## config.mk

```make
export PLATFORM = sky130hd
export DESIGN_NAME = chg_ctrl
export DESIGN_NICKNAME = d
export VERILOG_FILES = /design/src/rtl/chg_pkg.sv /design/src/rtl/chg_sync.sv /design/src/rtl/chg_timer.sv /design/src/rtl/chg_ctrl.sv
export SDC_FILE = /design/constraint.sdc
export NUM_CORES = 1
export LEC_CHECK = 0
export BUFFER_PORTS_ARGS = -buffer_cell sky130_fd_sc_hd__buf_4
export CORE_MARGIN = 2
export CORE_UTILIZATION = 57
export CTS_CLUSTER_DIAMETER = 40
export DETAILED_ROUTE_END_ITERATION = 6
export PLACE_DENSITY = 0.8
export SYNTH_ARGS = -nofsm -noshare
export SYNTH_HDL_FRONTEND = slang
export SYNTH_SLANG_ARGS = --single-unit
```

## constraint.sdc

```tcl
create_clock -name clk -period 2.7 [get_ports clk]
set_clock_uncertainty 0.1 [all_clocks]
set_input_delay 0.81 -clock clk [delete_from_list [all_inputs] [get_ports clk]]
set_output_delay 0.81 -clock clk [all_outputs]
set_load 0.05 [all_outputs]
```

## src/rtl/chg_pkg.sv

```systemverilog
package chg_pkg;

    typedef enum logic [1:0] {
        MODE_OFF = 2'd0,
        MODE_PRE = 2'd1,
        MODE_CC  = 2'd2,
        MODE_CV  = 2'd3
    } chg_mode_e;

    typedef enum logic [2:0] {
        ST_START,
        ST_PRE,
        ST_FAST,
        ST_DONE,
        ST_FAULT_LO,
        ST_FAULT_HI,
        ST_PROBE,
        ST_ABSENT
    } chg_state_e;

    typedef struct packed {
        logic bat_low;
        logic below_rch;
        logic at_vreg;
        logic below_taper;
        logic below_term;
        logic temp_ok;
        logic tj_hot;
        logic supply_ok;
        logic ce_n;
        logic tte_n;
    } chg_flags_t;

    localparam int FLAG_W = $bits(chg_flags_t);

    function automatic logic is_charging(chg_state_e s);
        return (s == ST_PRE) || (s == ST_FAST);
    endfunction

    function automatic logic is_fault(chg_state_e s);
        return (s == ST_FAULT_LO) || (s == ST_FAULT_HI);
    endfunction

endpackage

```

## src/rtl/chg_sync.sv

```systemverilog
module chg_sync #(
    parameter int W      = 8,
    parameter int STAGES = 2
) (
    input  logic         clk,
    input  logic         rst,
    input  logic [W-1:0] d,
    output logic [W-1:0] q
);
    logic [W-1:0] stg [STAGES];

    for (genvar i = 0; i < STAGES; i++) begin : g_stage
        if (i == 0) begin : g_first
            always_ff @(posedge clk) begin
                if (rst) stg[i] <= '0;
                else     stg[i] <= d;
            end
        end else begin : g_next
            always_ff @(posedge clk) begin
                if (rst) stg[i] <= '0;
                else     stg[i] <= stg[i-1];
            end
        end
    end

    assign q = stg[STAGES-1];
endmodule

```

## src/rtl/chg_timer.sv

```systemverilog
module chg_timer #(
    parameter int LIMIT = 2065
) (
    input  logic clk,
    input  logic rst,
    input  logic clr,
    input  logic adv,
    output logic expired
);
    localparam int CW = $clog2(LIMIT + 1);

    logic [CW-1:0] cnt;

    always_ff @(posedge clk) begin
        if (rst || clr)                    cnt <= '0;
        else if (adv && cnt != CW'(LIMIT)) cnt <= cnt + 1'b1;
    end

    assign expired = (cnt == CW'(LIMIT));

    a_r3_timer_bound: assert property (@(posedge clk) disable iff (rst)
        cnt <= CW'(LIMIT));

    a_r8_timer_hold: assert property (@(posedge clk) disable iff (rst)
        (!adv && !clr) |=> cnt == $past(cnt));
endmodule

```

## src/rtl/chg_ctrl.sv

```systemverilog
module chg_ctrl
    import chg_pkg::*;
#(
    parameter int PRE_TICKS   = 2065,
    parameter int FAST_TICKS  = 20650,
    parameter int TAPER_TICKS = 2065,
    parameter int SYNC_STAGES = 2
) (
    input  logic       clk,
    input  logic       rst,
    input  logic       bat_low_i,
    input  logic       bat_below_rch_i,
    input  logic       at_vreg_i,
    input  logic       i_below_taper_i,
    input  logic       i_below_term_i,
    input  logic       temp_ok_i,
    input  logic       tj_hot_i,
    input  logic       supply_ok_i,
    input  logic       ce_n_i,
    input  logic       tte_n_i,
    input  logic       tick_i,
    input  logic       probe_ack_i,
    input  logic       probe_absent_i,
    output logic [1:0] mode_o,
    output logic       fault_o,
    output logic       stat1_on_o,
    output logic       stat2_on_o,
    output logic       pg_on_o,
    output logic       probe_req_o
);
    chg_flags_t raw, f;
    logic [FLAG_W-1:0] f_bits;

    assign raw = '{bat_low: bat_low_i, below_rch: bat_below_rch_i,
                   at_vreg: at_vreg_i, below_taper: i_below_taper_i,
                   below_term: i_below_term_i, temp_ok: temp_ok_i,
                   tj_hot: tj_hot_i, supply_ok: supply_ok_i,
                   ce_n: ce_n_i, tte_n: tte_n_i};

    chg_sync #(.W(FLAG_W), .STAGES(SYNC_STAGES)) u_sync (
        .clk(clk), .rst(rst), .d(raw), .q(f_bits)
    );
    assign f = chg_flags_t'(f_bits);

    // edge detectors on the synchronized enables
    logic ce_q, tte_q;
    always_ff @(posedge clk) begin
        if (rst) begin
            ce_q  <= 1'b0;
            tte_q <= 1'b0;
        end else begin
            ce_q  <= f.ce_n;
            tte_q <= f.tte_n;
        end
    end

    logic ce_fall, tte_fall, susp, tte_en, restart, taper_cond;
    assign ce_fall    = ce_q & ~f.ce_n;
    assign tte_fall   = tte_q & ~f.tte_n;
    assign susp       = ~f.temp_ok | f.tj_hot;
    assign tte_en     = ~f.tte_n;
    assign restart    = ~f.supply_ok | f.ce_n | ce_fall;
    assign taper_cond = f.at_vreg & f.below_taper;

    chg_state_e state, nxt;

    // timers
    logic clr_all, pre_exp, fast_exp, taper_exp;
    assign clr_all = restart | tte_fall | (state == ST_START);

    chg_timer #(.LIMIT(PRE_TICKS)) u_pre_tmr (
        .clk(clk), .rst(rst), .clr(clr_all),
        .adv(tick_i & (state == ST_PRE) & ~susp),
        .expired(pre_exp)
    );

    chg_timer #(.LIMIT(FAST_TICKS)) u_fast_tmr (
        .clk(clk), .rst(rst), .clr(clr_all | (state == ST_PRE)),
        .adv(tick_i & (state == ST_FAST) & ~susp & tte_en),
        .expired(fast_exp)
    );

    chg_timer #(.LIMIT(TAPER_TICKS)) u_taper_tmr (
        .clk(clk), .rst(rst),
        .clr(clr_all | ~taper_cond | (state != ST_FAST)),
        .adv(tick_i & (state == ST_FAST) & ~susp & tte_en & taper_cond),
        .expired(taper_exp)
    );

    // cycle sequencer
    always_comb begin
        nxt = state;
        if (restart) begin
            nxt = ST_START;
        end else begin
            unique case (state)
                ST_START: nxt = f.bat_low ? ST_PRE : ST_FAST;
                ST_PRE: begin
                    if (!susp) begin
                        if (!f.bat_low)   nxt = ST_FAST;
                        else if (pre_exp) nxt = ST_FAULT_LO;
                    end
                end
                ST_FAST: begin
                    if (!susp && tte_en) begin
                        if (f.at_vreg && f.below_term) nxt = ST_DONE;
                        else if (taper_exp)            nxt = ST_DONE;
                        else if (fast_exp)             nxt = ST_FAULT_LO;
                    end
                end
                ST_DONE:     if (f.below_rch)  nxt = ST_PROBE;
                ST_FAULT_LO: if (!f.below_rch) nxt = ST_FAULT_HI;
                ST_FAULT_HI: if (f.below_rch)  nxt = ST_PROBE;
                ST_PROBE: begin
                    if (probe_ack_i) nxt = probe_absent_i ? ST_ABSENT : ST_START;
                end
                ST_ABSENT:   if (!f.below_rch) nxt = ST_START;
                default:     nxt = ST_START;
            endcase
        end
    end

    always_ff @(posedge clk) begin
        if (rst) state <= ST_START;
        else     state <= nxt;
    end

    // outputs
    chg_mode_e mode;
    always_comb begin
        mode = MODE_OFF;
        if (f.supply_ok && !susp) begin
            if (state == ST_PRE)       mode = MODE_PRE;
            else if (state == ST_FAST) mode = f.at_vreg ? MODE_CV : MODE_CC;
        end
    end

    assign mode_o      = mode;
    assign pg_on_o     = f.supply_ok;
    assign stat1_on_o  = f.supply_ok & is_charging(state) & ~susp;
    assign stat2_on_o  = f.supply_ok & (state == ST_DONE);
    assign fault_o     = f.supply_ok & is_fault(state);
    assign probe_req_o = f.supply_ok & (state == ST_PROBE);

    // checks on the sequencer
    a_r11_sleep_restarts: assert property (@(posedge clk) disable iff (rst)
        !f.supply_ok |=> state == ST_START);

    a_r10_ce_holds_start: assert property (@(posedge clk) disable iff (rst)
        f.ce_n |=> state == ST_START);

    a_r8_suspend_freezes: assert property (@(posedge clk) disable iff (rst)
        (susp && is_charging(state) && !restart) |=> state == $past(state));

    a_r3_fault_from_timer: assert property (@(posedge clk) disable iff (rst)
        (state == ST_FAULT_LO && $past(state) != ST_FAULT_LO)
            |-> ($past(pre_exp) || $past(fast_exp)));

    a_r9_done_needs_enable: assert property (@(posedge clk) disable iff (rst)
        (state == ST_DONE && $past(state) == ST_FAST) |-> $past(tte_en));

    a_r12_fault_held_low: assert property (@(posedge clk) disable iff (rst)
        (state == ST_FAULT_LO && f.below_rch && !restart) |=> state == ST_FAULT_LO);
endmodule

```

==> results of run 1 <==
## power breakdown
| group | leakage, nW | switching [mW] | internal (mW) | total, mW |
|---|---|---|---|---|
| registers | 0.520 | 0.00882 | 0.959 | 0.968 |
| clock network | 0.0920 | 0.363 | 0.421 | 0.784 |
| logic | 0.559 | 0.0238 | 0.0332 | 0.0570 |
| total | 1.17 | 0.395 | 1.41 | 1.81 |
## state kept, by name, indices dropped and copies added (netlist names)
signal / flops
tte_q: 1
u_taper_tmr.cnt: 12
u_fast_tmr.cnt: 15
u_pre_tmr.cnt: 12
state: 3
u_sync.stg: 20
ce_q: 1
## Yosys cell counts, types with 7 or more instances
cell,instances
or3_1,7
nor2b_1,24
nor4_1,8
nand4_1,13
and2_1,7
inv_1,12
dfxtp_1,64
xor2_1,13
nand2_1,17
xnor2_1,20
nor2_1,42
and3_1,8
clkbuf_1,11
a21oi_1,9
nand3_1,10
## stage by stage
step | power [mW] | std cells | util [%]
2_1_floorplan | 1.02 | 338 | -
3_3_place_gp | 1.04 | 424 | 63.9
3_5_place_dp | 1.05 | 424 | 63.9
4_1_cts | 1.83 | 440 | 67.6
5_1_grt | 1.88 | 440 | 67.6
6_report | 1.81 | 440 | 67.6
## cell type report
| cell class | count | share of cell area (%) |
|---|---|---|
| repair buffers | 31 | 6.74 |
| inverters | 12 | 1.30 |
| clock inverters | 6 | 1.74 |
| well taps | 70 | 2.54 |
| multi-input cells | 247 | 46.9 |
| clock buffers | 10 | 3.70 |
| flip-flops and latches | 64 | 37.1 |
## cells by family (layout without fill, tap and decap cells)
logic type	Yosys count	in the layout
simple gates	176	176
xor+xnor	33	33
fa+ha+maj	6	6
compound gates	32	32
buf+inv	27	59
flops	64	64
## routing by layer
metal,GRT usage [%],part of all wire [%]
met2,35.2,48
met5,0,0
met4,8.73,1.8
met1,25.3,46
met3,6.71,3.9
## how the worst min path moves through the flow
stage          slack (ns)          endpoint
3_5_place_dp         0.32  u_sync.stg[1][6]
5_1_grt              0.36  u_sync.stg[1][2]
2_1_floorplan        0.31  u_sync.stg[1][0]
3_3_place_gp         0.32  u_sync.stg[1][3]
6_report             0.34  u_sync.stg[1][7]
4_1_cts              0.34  u_sync.stg[1][6]
==> results.ini, run 1 <==
[setup_path]
cp_slowest_cell=dfxtp_1
slowest_delay_ns=0.56
path_max_fanout=12
path_cells=xor2_1 -> and4_2 -> o21a_2 -> buf_4
reg2reg_from=u_pre_tmr.cnt[0]
r2r-end=state[0]
reg2regPathDepth=6
cp.arrival_ns=1.66
cpLargestDelayFamily=flip-flops
critPathLaunch=state[1]
startpoint_type=flip-flop
path_class=reg -> out
cp-endpoint=mode_o[0]
cp_num_cells=4
rrSetupSlack_ns=0.31
path_buf_inv=1
cp.required_ns=1.79
worstSetupEndpointType=output port

[sta]
maxSlewViolCount=0
slew_headroom_pct=66.7
min_period_ns=2.57
tightest_slew_ns=0.493
setup_viol=0
fin_ws_ns=0.130
fin_crit_sh_pct=95.2
fin_hold_ws_ns=0.335
clock.fmax_ghz=0.389
finalSetupTns_ns=0
finalHoldViolations=0
rsz0062_at_grt=false

[synth]
synthMuxAreaShare_pct=0
syn_inst=338
synth_edf_count=0
ys_seq_area_share_pct=42.6
async_flop_share_pct=0
synthSimpleGateAreaFrac_pct=34.2
synth_top_family_by_area=simple AND/OR/NAND/NOR gates
synth_area_um2=3010
yosys_most_used_dff=dfxtp_1
synthAdderAreaFrac_pct=2.49
yosysUniqueCellTypes=47
synth-compound-area-share_pct=7.40
synth.avg_cell_area_um2=8.90
synth_top_area_share_pct=42.6
syn-num-nets=359
ys_ff_latch=64
synth.area.top_cells=dfxtp_1 43%, xnor2_1 5.8%, nor2_1 5.2%
synth_xor_area_share_pct=9.60
synth_area_leader_cell=dfxtp_1
synth_warnings=0

[min_path]
hp-class=reg -> reg
hp-start=u_sync.stg[0][7]
worstHoldPathCells=1

[routing]
viasPerCell=5.48
drc=0
wl_mm=5.62
first_iter_violations=107
vias=2412
firstDrtPassIters=4
wire_per_inst_um=12.8
ant_nets=0

[grt]
grt_max_degree=23
antenna_found_initial=0
grt_util_all_layers_pct=21.2
grt_overflow_total=0
grt_pass1_vias=2248
grt_pass1_wl_mm=9.86

[die]
start_util_pct=58.9
num_rows=26
die_w_um=76.7
io_pins=22
die_h_um=76.7
core_um2=5110
die_area_um2=5880

[clock_tree]
cts_buffers=9
cts_tree=built
cts_root_buffer=clkbuf_8
cts.sinks=64
post_cts_resized=0
insertion_delay_ns=0.34
cts_setup_buffers=0
hold_buffers=0
clk_pin_slew_ns=0.07
htreeDepth=3
cts_buffer_depth=2

[pwr]
leakagePower_nw=1.17
power_density_nw_per_um2=524
vdd_drop_max_mv=0.347

[layout]
final_cell_mix=64 x dfxtp_1, 42 x nor2_1, 31 x buf_4
multi_input_area_um2=1620
seq_area_um2=1280
drive_above_1_share_pct=14.9
nFillCells=452
syn_to_final_growth_pct=14.8
final_common_cell=dfxtp_1
layout.nets=386
diodes=0
final_cell_area_um2=3450

[place]
hpwl_mm=4.00
numPortBuffers=21
place_area_um2=3270
gp_congestion=0.815
pre_cts_slack_ns=0.105

[status]
status=completed

[job]
max_cap_viol_count=0

Note: power is estimated with default switching activity, not from simulation.
==> run 2, diff against run 1 <==
- SETUP_SLACK_MARGIN: unset -> 0.3
==> results.ini, run 2 (synthesis results as in run 1) <==
[status]
status=completed

[sta]
finalHoldViolations=0
rsz0062_at_grt=true
setup_viol=0
fin_crit_sh_pct=87.9
tightest_slew_ns=0.518
slew_headroom_pct=65.0
clock.fmax_ghz=0.421
min_period_ns=2.37
maxSlewViolCount=0
fin_ws_ns=0.327
finalSetupTns_ns=0

[clock_tree]
cts_buffer_depth=2
hold_buffers=0
cts.sinks=64
clk_pin_slew_ns=0.06
insertion_delay_ns=0.34
cts_buffers=9
cts_root_buffer=clkbuf_8
htreeDepth=3
cts_tree=built

[place]
hpwl_mm=3.96
numPortBuffers=21
gp_congestion=0.802
pre_cts_slack_ns=0.181
dp.cells=426

[pwr]
leakagePower_nw=1.20
power_density_nw_per_um2=499
vdd_drop_max_mv=0.400

[die]
io_pins=22
start_util_pct=58.9
die_w_um=76.7
core_um2=5110
num_rows=26
die_area_um2=5880
die_h_um=76.7

[layout]
drive_above_1_share_pct=17.3
layout.nets=392
top_regs=u_sync.stg x20, u_fast_tmr.cnt x15
seq_area_um2=1290
multi_input_area_um2=1630
nFillCells=427
largest_reg_flops=20
final_cells=445
diodes=0
final_common_cell=dfxtp_1
largest-register=u_sync.stg
final_cell_mix=60 x dfxtp_1, 42 x nor2_1, 36 x buf_4
syn_to_final_growth_pct=16.5

[grt]
grt_overflow_total=0
grt_max_degree=23
grt_pass1_vias=2384
grt_util_all_layers_pct=21.8
grt_pass1_wl_mm=10.3
antenna_found_initial=0

[setup_path]
cp.required_ns=1.79
reg2regPathDepth=7
cp.arrival_ns=1.46
path_max_fanout=4
path_class=reg -> out
worstSetupEndpointType=output port
startpoint_type=flip-flop

[min_path]
hp-class=reg -> reg
worstHoldPathCells=1

[routing]
wl_mm=5.87
drc=0
firstDrtPassIters=4
first_iter_violations=69
wire_per_inst_um=13.2
viasPerCell=5.58
vias=2481
ant_nets=0

[job]
max_cap_viol_count=0

==> run 2: cell types whose count changed in the layout (fill, tap and decap cells not counted), sizes merged <==
cell / change
buf: +5
clkinv: -1
bufinv: -1
clkinvlp: -1
clkbuf: +3
==> run 2: timing repair <==
| action | 4_1_cts | 5_1_grt |
|---|---|---|
| buffers inserted | 0 | 4 |
| setup endpoints to repair | 4 | 4 |
| pin swaps | 0 | 2 |
| resized for setup | 5 | 3 |
==> run 2: routing by layer <==
layer	up-vias	routed length [um]	share of wire (%)	track usage [%]
li1	1246	-	-	-
met1	1181	2700	46	25.8
met2	42	2850	49	37.1
met3	12	208	3.5	4.35
met4	0	104	1.8	12.0
met5	-	0	0	0
==> run 2: cell type report <==
class,count,area share (%)
Inverter,12,1.28
Multi-Input combinational cell,247,46.6
Clock buffer,12,4.43
Tap cell,70,2.50
Timing Repair Buffer,37,7.85
Clock inverter,3,0.500
Sequential cell,64,36.8
==> run 2: worst paths after layout <==
| kind | from | slack (ns) | endpoint |
|---|---|---|---|
| worst min register to register | u_sync.stg[0][5] | 0.33 | u_sync.stg[1][5] |
| worst min-delay path | u_sync.stg[0][5] | 0.33 | u_sync.stg[1][5] |
| worst max register to register | u_pre_tmr.cnt[1] | 0.43 | state[0] |
| worst max-delay path | u_sync.stg[1][4] | 0.33 | mode_o[0] |
==> run 2: power breakdown <==
| part | internal [mW] | leakage [nW] | switching [mW] |
|---|---|---|---|
| registers | 0.958 | 0.523 | 0.00956 |
| clock network | 0.375 | 0.0882 | 0.347 |
| logic | 0.0364 | 0.590 | 0.0250 |
==> run 2: stage by stage <==
stage / util (%) / power [mW] / hold slack (ns) / cell area, um^2
finish: 68.6 / 1.75 / 0.335 / 3510
global route: 68.6 / 1.82 / 0.359 / 3510
CTS: 68.0 / 1.77 / 0.337 / 3470
detailed placement: 64.4 / 1.05 / 0.322 / 3290
global placement: 64.4 / 1.05 / 0.318 / 3290
floorplan: - / 1.02 / 0.314 / 3020
==> run 2: worst max-delay path, stage by stage (launching register included) <==
cell and delay [ns]:
dfxtp_1 0.38, nor2b_4 0.20, and4_4 0.24, o21a_4 0.11, buf_4 0.18
